<file path="config.mk">
export PLATFORM = sky130hd
export DESIGN_NAME = tmr_unit
export DESIGN_NICKNAME = d
export VERILOG_FILES = /design/src/rtl/tmr_pkg.sv /design/src/rtl/tmr_prescaler.sv /design/src/rtl/tmr_channel.sv /design/src/rtl/tmr_unit.sv
export SDC_FILE = /design/constraint.sdc
export NUM_CORES = 1
export LEC_CHECK = 0
export ABC_AREA = 1
export ABC_CLOCK_PERIOD_IN_PS = 6300
export BUFFER_PORTS_ARGS = -buffer_cell sky130_fd_sc_hd__clkbuf_2
export CAP_MARGIN = 20
export CORE_UTILIZATION = 68
export CTS_BUF_LIST = sky130_fd_sc_hd__clkbuf_16
export DETAILED_ROUTE_END_ITERATION = 6
export HOLD_SLACK_MARGIN = 0.03
export PLACE_DENSITY = 0.87
export SKIP_CTS_REPAIR_TIMING = 1
export SLEW_MARGIN = 10
export SYNTH_ARGS = -nofsm -noshare
export SYNTH_HDL_FRONTEND = slang
export SYNTH_SLANG_ARGS = --single-unit
</file>
<file path="constraint.sdc">
create_clock -name clk -period 6.3 [get_ports clk]
set_input_delay 0.945 -clock clk [delete_from_list [all_inputs] [get_ports clk]]
set_output_delay 0.945 -clock clk [all_outputs]
set_load 0.03 [all_outputs]
</file>
<file path="src/rtl/tmr_pkg.sv">
package tmr_pkg;
    // control register field positions
    localparam int CTL_SEL_LSB = 0;
    localparam int CTL_IE_BIT  = 5;
    localparam int CTL_UNF_BIT = 8;
    localparam int CTL_CAP_BIT = 9;

    typedef enum logic [2:0] {
        SRC_DIV4    = 3'd0,
        SRC_DIV16   = 3'd1,
        SRC_DIV64   = 3'd2,
        SRC_DIV256  = 3'd3,
        SRC_DIV1024 = 3'd4,
        SRC_DIV4096 = 3'd5,
        SRC_RTC     = 3'd6,
        SRC_EXT     = 3'd7
    } clk_src_e;

    typedef struct packed {
        logic     cap;
        logic     unf;
        logic     ie;
        clk_src_e src;
    } ctl_t;
endpackage

</file>
<file path="src/rtl/tmr_prescaler.sv">
module tmr_prescaler
    import tmr_pkg::*;
#(
    parameter int PW = 12
) (
    input  logic     clk,
    input  logic     rst_n,
    input  logic     adv_i,
    input  logic     clr_i,
    input  clk_src_e src_i,
    output logic     tick_o
);
    logic [PW-1:0] pre_d, pre_q;
    logic [PW-1:0] mask;

    always_comb begin
        // divide ratio is 4^(code+1); codes 6/7 bypass the prescaler
        mask   = PW'((32'd1 << (2 * 32'(src_i) + 2)) - 32'd1);
        tick_o = adv_i && ((pre_q & mask) == mask);
        pre_d  = pre_q;
        if (clr_i)
            pre_d = '0;
        else if (adv_i)
            pre_d = pre_q + 1'b1;
    end

    always_ff @(posedge clk or negedge rst_n) begin
        if (!rst_n) pre_q <= '0;
        else        pre_q <= pre_d;
    end


    clr_phase_chk: assert property (@(posedge clk) disable iff (!rst_n)
        clr_i |=> (pre_q == '0));
endmodule

</file>
<file path="src/rtl/tmr_channel.sv">
module tmr_channel
    import tmr_pkg::*;
#(
    parameter int DW = 32,
    parameter int PW = 12
) (
    input  logic          clk,
    input  logic          rst_n,
    input  logic          run_i,
    input  logic          pclk_en_i,
    input  logic          rtc_tick_i,
    input  logic          ext_tick_i,
    input  logic          rld_wr_i,
    input  logic          cnt_wr_i,
    input  logic          ctl_wr_i,
    input  logic [DW-1:0] wdata_i,
    output logic [DW-1:0] rld_o,
    output logic [DW-1:0] cnt_o,
    output logic [DW-1:0] ctl_o,
    output logic          irq_o
);
    typedef struct packed {
        logic [DW-1:0] rld;
        logic [DW-1:0] cnt;
        ctl_t          ctl;
    } ch_state_t;

    ch_state_t st_d, st_q;
    logic      pre_tick;
    logic      tick;
    logic      uf;

    tmr_prescaler #(.PW(PW)) u_pre (
        .clk    (clk),
        .rst_n  (rst_n),
        .adv_i  (run_i && pclk_en_i),
        .clr_i  (cnt_wr_i),
        .src_i  (st_q.ctl.src),
        .tick_o (pre_tick)
    );

    always_comb begin
        unique case (st_q.ctl.src)
            SRC_RTC: tick = run_i && rtc_tick_i;
            SRC_EXT: tick = run_i && ext_tick_i;
            default: tick = pre_tick;
        endcase
        uf   = tick && !cnt_wr_i && (st_q.cnt == '0);
        st_d = st_q;
        if (rld_wr_i)
            st_d.rld = wdata_i;
        if (cnt_wr_i)
            st_d.cnt = wdata_i;
        else if (tick)
            st_d.cnt = uf ? st_q.rld : st_q.cnt - 1'b1;
        if (ctl_wr_i) begin
            st_d.ctl.src = clk_src_e'(wdata_i[CTL_SEL_LSB +: 3]);
            st_d.ctl.ie  = wdata_i[CTL_IE_BIT];
            st_d.ctl.cap = wdata_i[CTL_CAP_BIT];
            st_d.ctl.unf = st_q.ctl.unf & wdata_i[CTL_UNF_BIT];
        end
        if (uf)
            st_d.ctl.unf = 1'b1;
    end

    always_ff @(posedge clk or negedge rst_n) begin
        if (!rst_n) begin
            st_q.rld <= '1;
            st_q.cnt <= '1;
            st_q.ctl <= '0;
        end else begin
            st_q <= st_d;
        end
    end

    always_comb begin
        ctl_o = '0;
        ctl_o[CTL_SEL_LSB +: 3] = st_q.ctl.src;
        ctl_o[CTL_IE_BIT]       = st_q.ctl.ie;
        ctl_o[CTL_UNF_BIT]      = st_q.ctl.unf;
        ctl_o[CTL_CAP_BIT]      = st_q.ctl.cap;
        rld_o = st_q.rld;
        cnt_o = st_q.cnt;
        irq_o = st_q.ctl.unf && st_q.ctl.ie;
    end


    unf_rise_chk: assert property (@(posedge clk) disable iff (!rst_n)
        $rose(st_q.ctl.unf) |-> ($past(st_q.cnt) == '0 && $past(tick)));

    reload_chk: assert property (@(posedge clk) disable iff (!rst_n)
        (tick && !cnt_wr_i && !rld_wr_i && st_q.cnt == '0) |=> (st_q.cnt == $past(st_q.rld)));

    unf_clear_chk: assert property (@(posedge clk) disable iff (!rst_n)
        (ctl_wr_i && !wdata_i[CTL_UNF_BIT] && !uf) |=> !st_q.ctl.unf);

    frozen_chk: assert property (@(posedge clk) disable iff (!rst_n)
        (!run_i && !cnt_wr_i) |=> $stable(st_q.cnt));
endmodule

</file>
<file path="src/rtl/tmr_unit.sv">
module tmr_unit #(
    parameter int NCH = 3,
    parameter int DW  = 32,
    parameter int AW  = 8,
    parameter int PW  = 12
) (
    input  logic           clk,
    input  logic           rst_n,
    input  logic [AW-1:0]  reg_addr,
    input  logic           reg_wr,
    input  logic [DW-1:0]  reg_wdata,
    output logic [DW-1:0]  reg_rdata,
    input  logic           pclk_en,
    input  logic           rtc_tick,
    input  logic           ext_tick,
    output logic [NCH-1:0] irq
);
    localparam logic [AW-1:0] A_RUN   = AW'(8'h04);
    localparam int            CH_BASE = 8;
    localparam int            STRIDE  = 12;

    typedef struct packed {
        logic [NCH-1:0] run;
    } top_state_t;

    top_state_t top_d, top_q;
    logic [DW-1:0] rld_rd [NCH];
    logic [DW-1:0] cnt_rd [NCH];
    logic [DW-1:0] ctl_rd [NCH];

    always_comb begin
        top_d = top_q;
        if (reg_wr && reg_addr == A_RUN)
            top_d.run = reg_wdata[NCH-1:0];
    end

    always_ff @(posedge clk or negedge rst_n) begin
        if (!rst_n) top_q <= '0;
        else        top_q <= top_d;
    end

    for (genvar i = 0; i < NCH; i++) begin : g_ch
        localparam logic [AW-1:0] A_RLD = AW'(CH_BASE + STRIDE * i);
        localparam logic [AW-1:0] A_CNT = AW'(CH_BASE + STRIDE * i + 4);
        localparam logic [AW-1:0] A_CTL = AW'(CH_BASE + STRIDE * i + 8);

        tmr_channel #(.DW(DW), .PW(PW)) u_ch (
            .clk        (clk),
            .rst_n      (rst_n),
            .run_i      (top_q.run[i]),
            .pclk_en_i  (pclk_en),
            .rtc_tick_i (rtc_tick),
            .ext_tick_i (ext_tick),
            .rld_wr_i   (reg_wr && reg_addr == A_RLD),
            .cnt_wr_i   (reg_wr && reg_addr == A_CNT),
            .ctl_wr_i   (reg_wr && reg_addr == A_CTL),
            .wdata_i    (reg_wdata),
            .rld_o      (rld_rd[i]),
            .cnt_o      (cnt_rd[i]),
            .ctl_o      (ctl_rd[i]),
            .irq_o      (irq[i])
        );
    end

    always_comb begin
        reg_rdata = '0;
        if (reg_addr == A_RUN)
            reg_rdata[NCH-1:0] = top_q.run;
        for (int i = 0; i < NCH; i++) begin
            if (reg_addr == AW'(CH_BASE + STRIDE * i))     reg_rdata = rld_rd[i];
            if (reg_addr == AW'(CH_BASE + STRIDE * i + 4)) reg_rdata = cnt_rd[i];
            if (reg_addr == AW'(CH_BASE + STRIDE * i + 8)) reg_rdata = ctl_rd[i];
        end
    end


    run_wr_chk: assert property (@(posedge clk) disable iff (!rst_n)
        (reg_wr && reg_addr == A_RUN) |=> (top_q.run == $past(reg_wdata[NCH-1:0])));
endmodule

</file>
After elaboration in Yosys (flattened, before gate mapping). Cells that the tools add are included.

Register bits: 249. Logic and storage cells: 142.

Add/subtract/negate cells: 12. Equality and inequality tests: 19. Shift operators: 3. Mux-type cells: 34. Bitwise gates (word level): 6. Reductions and logical operators: 46.

Operators by type and width (number): 32-bit 2-to-1 mux (18); 32-bit logical NOT (3); 32-bit by 1-bit subtractor with 32-bit output, second input constant (3); 12-bit 2-to-1 mux (6); 12-bit by 1-bit adder with 12-bit output, second input constant (3); 12-bit AND (3); 12-bit equality test (3); 1-bit by 5-bit left shift with 12-bit output, first input constant (3); 12-bit by 1-bit subtractor with 12-bit output, second input constant (3); 8-bit by 5-bit equality test with 1-bit output, second input constant (4); 1-bit logical AND (31); 8-bit by 6-bit equality test with 1-bit output, second input constant (3); 3-bit equality test, second input constant (6); 2-bit nonzero test (9); 8-bit by 4-bit equality test with 1-bit output, second input constant (2); 4-bit by 2-bit adder with 5-bit output, second input constant (3); 5-bit 2-to-1 mux (3); 8-bit by 3-bit equality test with 1-bit output, second input constant (1); 1-bit one-hot mux with 2 select lines (3); 1-bit AND (3); 1-bit logical NOT (3); 1-bit 2-to-1 mux (3); 3-bit 2-to-1 mux (1).

Longest topological paths before layout. Gate-level depths: netlist (run 1).

Depth in word-level cells: 12. Gate-level depth with buffers: 21. Depth with buffers taken out: 19.

Modules after synthesis. A second synthesis (run 1) with hierarchy kept.

Cell total of the unflattened synthesis: 2922. Area total of the unflattened synthesis: 19085.8 um^2.

Modules (own cells, without submodules): tmr_channel (times used 3, cells each 658, area each 4624.4 um^2, sequential area each 1831.8 um^2); tmr_unit (times used 1, cells each 606, area each 2728.9 um^2, sequential area each 75.1 um^2); tmr_prescaler at g_ch[1].u_ch.u_pre ... (times used 2, cells each 114, area each 824.5 um^2, sequential area each 300.3 um^2); tmr_prescaler at g_ch[0].u_ch.u_pre (times used 1, cells each 114, area each 834.6 um^2, sequential area each 300.3 um^2).

Worst setup path after synthesis (run 1). Ideal clock, no wire load.

Kind: input to output. Start point: input reg_addr[7]. End point: output reg_rdata[5]. Arrival time: 2.418 ns. Required time: 5.355 ns. Path slack: 2.937 ns. Stages on the path: 6. Buffers on the path: 1. Path through: nor2_1 > nand2_1 > nor2_4 > clkinv_1 > clkbuf_1 > o2111ai_1.

Longest elaborated chain between the ends: 10. Elaborated cells on any way between the ends: 18. Classes of those cells: eq/ne: 9; mux: 9.

Ends and longest elaborated chain: start: declaration (line tmr_unit.sv:9) `input logic [AW-1:0] reg_addr,`; 8-bit by 4-bit equality test with 1-bit output (line tmr_unit.sv:70) `if (reg_addr == AW'(CH_BASE + STRIDE * i)) reg_rdata = rld_rd[i];`; 32-bit 2-to-1 mux (line tmr_unit.sv:70); 32-bit 2-to-1 mux (line tmr_unit.sv:71) `if (reg_addr == AW'(CH_BASE + STRIDE * i + 4)) reg_rdata = cnt_rd[i];`; 32-bit 2-to-1 mux (line tmr_unit.sv:72) `if (reg_addr == AW'(CH_BASE + STRIDE * i + 8)) reg_rdata = ctl_rd[i];`; 32-bit 2-to-1 mux (line tmr_unit.sv:70); 32-bit 2-to-1 mux (line tmr_unit.sv:71); 32-bit 2-to-1 mux (line tmr_unit.sv:72); 32-bit 2-to-1 mux (line tmr_unit.sv:70); 32-bit 2-to-1 mux (line tmr_unit.sv:71); 32-bit 2-to-1 mux (*) (line tmr_unit.sv:72); end: declaration (line tmr_unit.sv:12) `output logic [DW-1:0] reg_rdata,`.

Mark *: on every way between the ends. The rest lies on a longest branch, timed or not.

Final worst setup path (run 1).
Start point: input reg_addr[7]. End point: output reg_rdata[9].

The elaborated chain is that of the path after synthesis.

==> results of run 1 <==
-- final cells by class --
| type | count | area, um^2 | share of cell area |
|---|---|---|---|
| multi-input cells | 1661 | 8207 | 0.4560 |
| repair buffers | 94 | 548.0 | 0.03045 |
| well taps | 319 | 399.1 | 0.02218 |
| inverters | 395 | 1485 | 0.08253 |
| clock inverters | 23 | 160.2 | 0.008899 |
| flip-flops and latches | 249 | 6471 | 0.3596 |
| clock buffers | 29 | 725.7 | 0.04033 |
-- worst max-delay path: stages --
cell and delay, ns:
clkbuf_2 0.09, nor2_1 0.17, nand2_1 0.15, nor2_4 0.45, clkinv_1 0.73, o21ai_0 0.53
nand2_1 0.08, clkbuf_2 0.19
-- kinds of logic after synthesis --
group                      Yosys count  synth area share
AOI/OAI and AO/OA                  366            0.1328
xor gates and xnor gates            79           0.04184
adders and majority gates           15           0.01135
buffers and inverters              481            0.1140
DFF                                249            0.3913
and+or+nand+nor                   1201            0.3086
-- Yosys cell counts (all sizes together) --
| cell type | number |
|---|---|
| nor2 | 193 |
| inv | 386 |
| a21boi | 2 |
| nand2 | 750 |
| or2 | 3 |
| a31oi | 1 |
| a221oi | 12 |
| xnor2 | 3 |
| nand3 | 146 |
| ha | 15 |
| a211oi | 7 |
| o31ai | 1 |
| o21bai | 1 |
| nand3b | 6 |
| a21oi | 51 |
| o211ai | 34 |
| xor2 | 76 |
| nor3b | 2 |
| o221ai | 16 |
| o21a | 1 |
| nor3 | 40 |
| dfstp | 192 |
| buf | 32 |
| clkbuf | 54 |
| o2111ai | 13 |
| dfrtp | 57 |
| nor4 | 3 |
| o21ai | 213 |
| o22ai | 14 |
| nand4 | 58 |
| clkinv | 9 |
-- layer usage --
layer  part of all wire  wire, um  GRT usage  vias to the layer above
met5                  0         0          0                        -
met4              0.032      1731     0.1497                        0
met3               0.15      8248     0.1429                      158
met2               0.42     22550     0.6285                     1185
met1               0.39     21080     0.6022                     7816
li1                   -         -          -                     7708
-- cells in the final DEF (no fill, tap or decap), types with 4 or more instances in the layout --
master	instances
a211oi_1	7
a21oi_1	49
a221oi_1	12
buf_4	12
clkbuf_16	29
clkbuf_2	79
clkinv_1	12
clkinv_2	4
clkinvlp_4	4
dfrtp_1	57
dfstp_2	192
ha_1	15
inv_1	360
inv_2	32
nand2_1	742
nand2_2	7
nand3_1	140
nand3b_1	6
nand4_1	57
nor2_1	174
nor2_2	11
nor2_4	8
nor3_1	37
o2111ai_1	13
o211ai_1	21
o211ai_2	13
o21ai_0	175
o21ai_1	37
o221ai_1	16
o22ai_1	14
xor2_1	76
-- report_power, final --
group          internal, mW  total, mW  switching, mW
registers              1.87       2.08          0.204
logic                 0.499       1.55           1.05
clock network         0.880       1.59          0.707
-- worst paths after layout --
path / to / slack, ns / cells after the start
setup / recovery: reg_rdata[9] / 2.01 / 8
hold / removal: g_ch[2].u_ch.u_pre.pre_q[5] / 0.43 / 1
setup reg to reg: g_ch[1].u_ch.cnt_o[15] / 2.23 / 16
hold reg to reg: g_ch[0].u_ch.u_pre.pre_q[2] / 0.45 / 1
max in group asynchronous: g_ch[0].u_ch.u_pre.pre_q[11] / 4.64 / 2
min in group clk: g_ch[0].u_ch.u_pre.pre_q[2] / 0.45 / 1
-- registers in the layout, summed over array words and instances, names as in the netlist --
| name | flops |
|---|---|
| g_ch.u_ch.ctl_o | 18 |
| g_ch.u_ch.cnt_o | 96 |
| top_q | 3 |
| g_ch.u_ch.u_pre.pre_q | 36 |
| g_ch.u_ch.rld_o | 96 |
-- per-stage QoR --
step           hold slack [ns]  power, mW  cells
6_report                0.4330      5.214   2770
5_1_grt                 0.4876      5.476   2770
4_1_cts                 0.4520      5.166   2769
3_5_place_dp            0.4443      3.583   2717
3_3_place_gp            0.4363      3.517   2717
2_1_floorplan           0.4237      3.199   2391
==> results.yml, run 1 <==
detailed_routing:
  vias: 16870
  post_drt_via_cell_ratio: 6.089
  ant_nets: 0
  drtIter0Drc: 2391
  firstDrtPassIters: 7
  drt-wirelength-per-cell_um: 19.35
  drt-total-wl_mm: 53.61
  drcViolationCount: 17
setup_path:
  path_class: "in2out"
  arrival_ns: 3.35
  r2r-start: "g_ch[1].u_ch.ctl_o[1]"
  cp.required_ns: 5.35
  endpoint_kind: "output port"
  cp_max_fo: 19
  startpoint_type: "input pin"
  critPathLaunch: "reg_addr[7]"
finish:
  nNetsFinal: 2490
  diodes: 0
  area_delta_synth_final_pct: 8.830
  final_cell_area_um2: 18000
  fill_cells: 1820
  post-route-util: 0.7599
  final_layout_size_suffix_gt1_frac: 0.1697
clock_network:
  cts-root-buf: "clkbuf_16"
  htree_levels: 1
  cts_inserted_buffers: 28
  cts_tree: "built"
  clock_latency_ns: 0.56
  clk_pin_slew_ns: 0.07
  cts.sinks: 249
  cts_buffer_depth: 3
sta:
  worst_slack_ns: 2.007
  rsz0062_at_grt: "false"
  tightest_slew_ns: 1.062
  clock_skew_ns: 0.01256
  fin_crit_ns: 4.293
  slew_violations: 0
  setup_viol_count_final: 0
  relSlewSlack: 0.2894
  setup_tns_ns: 0
  hold_viol: 0
  max_freq_mhz: 232.9
  fin_crit_sh: 0.6814
job:
  cap_violations: 0
global_route:
  antenna_found_initial: 0
  grt_max_degree: 131
  grt_pass1_vias: 15340
  grt_overflow: 0
  grt_first_pass_wirelength_mm: 82.28
  grt_usage: 0.4323
power_and_ir_drop:
  power.leakage_nw: 8.567
  power_density_nw_per_um2: 289.7
  peakVddDrop_mv: 0.2707
yosys:
  yosysTopAreaCellShare: 0.3051
  seq_area_frac_synth: 0.3913
  ys_types: 51
  synth.area.top_cells: "dfstp_2 31%, nand2_1 17%, dfrtp_1 8.6%"
  netlist_area_um2: 16540
  yosysTopAreaCell: "dfstp_2"
  syn-num-nets: 2452
  ys_seq_elements: 249
  synth_area_per_cell_um2: 6.916
  ys_warn_count: 0
  synthCells: 2391
floorplanning:
  die_h_um: 157.9
  placementRows: 56
  die_area_um2: 24950
  fp.coreArea_um2: 23680
  fp.dieW_um: 157.9
  io_pins: 81
  start_util: 0.6982
min_path:
  min_path_type: "in2async"
place:
  io_buffers: 80
  hpwl_mm: 38.59
  place_area_um2: 17080
  place_ws_ns: 2.085
  place.gp.congestion: 1.036
outcome:
  violations: "design-rule violations"
  status: "complete, but fails checks"
(Power assumes the default switching activity.)
==> run 2, diff against run 1 <==
Settings changed: ABC_CLOCK_PERIOD_IN_PS 6300 to 3900, CORE_UTILIZATION 68 to 57, PLACE_DENSITY 0.87 to 0.78.
Clock period 6.3 ns to 3.9 ns, I/O delays scaled along.
==> run 2 against run 1 <==
Net effect: the flow now finishes without violations; combinational power up 60%; flip-flop and latch count unchanged; worst setup slack worse by 1.5 ns; sequential power up 61%; global-route usage down 6.7 points; register-to-register slack worse by 1.6 ns; clock power up 75%; total power up 65%; sequential share of layout area down 0.51 points; critical path type unchanged; critical endpoint is now reg_rdata[30].
==> results.yml, run 2 (synthesized netlist as in run 1, its figures left out) <==
power_and_ir_drop:
  peakVddDrop_mv: 0.3406
  power_frac_clock: 0.323
  switchingPower_mw: 3.161
  power.leakage_nw: 8.670
  pwr-share-comb: 0.289
  swShare: 0.3672
  fin_total_pwr_mw: 8.608
  internal-power_mw: 5.447
  pwr-share-seq: 0.389
  power_density_nw_per_um2: 471.5
setup_path:
  path_class: "in2out"
  path_cells: "clkbuf_2, inv_1, nand2_1, nor3_2, nand2_1, clkinv_1, nand2_1, o21ai_0, a221oi_1, o221ai_1, clkbuf_2"
  cp.required_ns: 3.31
  crit_buf_inv: 4
  arrival_ns: 2.81
  crit_top_cell: "nand2_1"
  endpoint_kind: "output port"
  cp_slowest_cell: "clkinv_1"
  startpoint_type: "input pin"
  cp_top_family: "compound AO/OA/AOI/OAI gates"
  cpPeakStageDelay_ns: 0.48
  cp_max_fo: 16
finish:
  diodes: 0
  post-route-util: 0.6482
  nNetsFinal: 2506
  final_layout_size_suffix_gt1_frac: 0.1767
  layout_common_cells: "742 x nand2_1, 356 x inv_1, 192 x dfstp_2, 175 x o21ai_0, 174 x nor2_1"
  area_delta_synth_final_pct: 10.40
  final_common_cell: "nand2_1"
global_route:
  grt_first_pass_wirelength_mm: 83.37
  grt_use_met3: 0.07874
  grt_busiest_layer: "met2"
  grt_usage: 0.3655
  antenna_found_initial: 2
  grt_pass1_vias: 15180
  use_met1: 0.5318
  grtUsageMet2: 0.5477
  grt_overflow: 0
  grt_max_degree: 118
clock_network:
  clk_pin_slew_ns: 0.06
  cts-root-buf: "clkbuf_16"
  cts_inserted_buffers: 29
  clock_latency_ns: 0.56
  cts.sinks: 249
  htree_levels: 1
  cts_buffer_depth: 3
  cts_tree: "built"
sta:
  setup_tns_ns: 0
  tightest_slew_ns: 1.016
  max_freq_mhz: 294.5
  relSlewSlack: 0.3203
  setup_viol_count_final: 0
  worst_slack_ns: 0.5046
  fin_crit_ns: 3.395
  fin_crit_sh: 0.8706
  slew_violations: 0
  clock_skew_ns: 0.01187
  rsz0062_at_grt: "false"
  hold_viol: 0
detailed_routing:
  post_drt_via_cell_ratio: 5.781
  firstDrtPassIters: 6
  drcViolationCount: 0
  vias: 16450
  drtIter0Drc: 2156
  ant_nets: 0
  drt-total-wl_mm: 52.89
  drt-wirelength-per-cell_um: 18.59
floorplanning:
  fp.coreArea_um2: 28160
  die_h_um: 172.3
  fp.dieW_um: 172.3
  placementRows: 61
  io_pins: 81
  start_util: 0.5871
  die_area_um2: 29700
place:
  io_buffers: 80
  place.gp.congestion: 1.021
  hpwl_mm: 38.33
  place_ws_ns: 0.6197
outcome:
  status: "finished clean"
min_path:
  min_path_type: "in2async"
job:
  cap_violations: 0
run 2: cell types whose count changed in the layout (fill, tap and decap cells not counted), moves of 3 or more:
cell / change
buf_4: +15
clkbuf_16: +3
inv_1: -4
clkinv_2: +3
run 2: stage by stage:
stage,instances,area [um^2],hold slack [ns]
after detailed placement,2791,17270,0.4489
after CTS,2844,18240,0.1678
final,2845,18260,0.1048
after global routing,2845,18260,0.1919
after global placement,2791,17270,0.4374
after floorplan,2391,16540,0.2894
run 2: final cells by class:
cell class	count	area, um^2
fill	2509	9908
timing repair buffer	109	653.1
clock buffer	32	800.8
inverter	395	1485
sequential	249	6471
multi-input combinational	1661	8207
clock inverter	21	165.2
tap	378	473.0
run 2: path summary, 6_finish.rpt:
check	endpoint	slack [ns]	cells past startpoint	startpoint
worst max-delay path	reg_rdata[30]	0.50	11	reg_addr[0]
worst min-delay path	g_ch[1].u_ch.u_pre.pre_q[5]	0.10	1	rst_n
worst max register to register	g_ch[0].u_ch.cnt_o[2]	0.64	19	g_ch[0].u_ch.ctl_o[0]
worst min register to register	g_ch[0].u_ch.u_pre.pre_q[2]	0.46	1	g_ch[0].u_ch.u_pre.pre_q[2]
max in group asynchronous	g_ch[1].u_ch.cnt_o[14]	2.75	2	rst_n
min in group clk	g_ch[2].u_ch.cnt_o[22]	0.36	3	reg_wdata[22]
run 2: power groups by stage:
stage | Sequential [mW] | Clock [mW] | Combinational, mW
2_1_floorplan | 3.26 | 0 | 1.90
3_3_place_gp | 3.36 | 0 | 2.37
3_5_place_dp | 3.37 | 0 | 2.43
4_1_cts | 3.33 | 2.78 | 2.45
5_1_grt | 3.38 | 2.89 | 2.80
6_report | 3.35 | 2.78 | 2.48
run 2: worst register-to-register path, stage by stage, from the launching register on:
cell	delay (ns)
dfrtp_1	0.43
nand2_1	0.12
inv_2	0.06
ha_1	0.30
nor2_1	0.21
nand2_1	0.09
ha_1	0.23
nand3b_1	0.17
nand2_1	0.08
nand2_1	0.05
nand3_1	0.06
nor2_1	0.05
nand3_1	0.16
nand2_1	0.35
nor2_2	0.18
buf_4	0.37
nand2_1	0.11
nand2_1	0.08
inv_1	0.04
nand2_1	0.05
run 2: per-layer routing:
| metal | share of wire | vias to the layer above |
|---|---|---|
| met4 | 0.026 | 2 |
| met2 | 0.42 | 936 |
| met1 | 0.42 | 7646 |
| met5 | 0.00025 | - |
| met3 | 0.13 | 128 |
| li1 | - | 7734 |
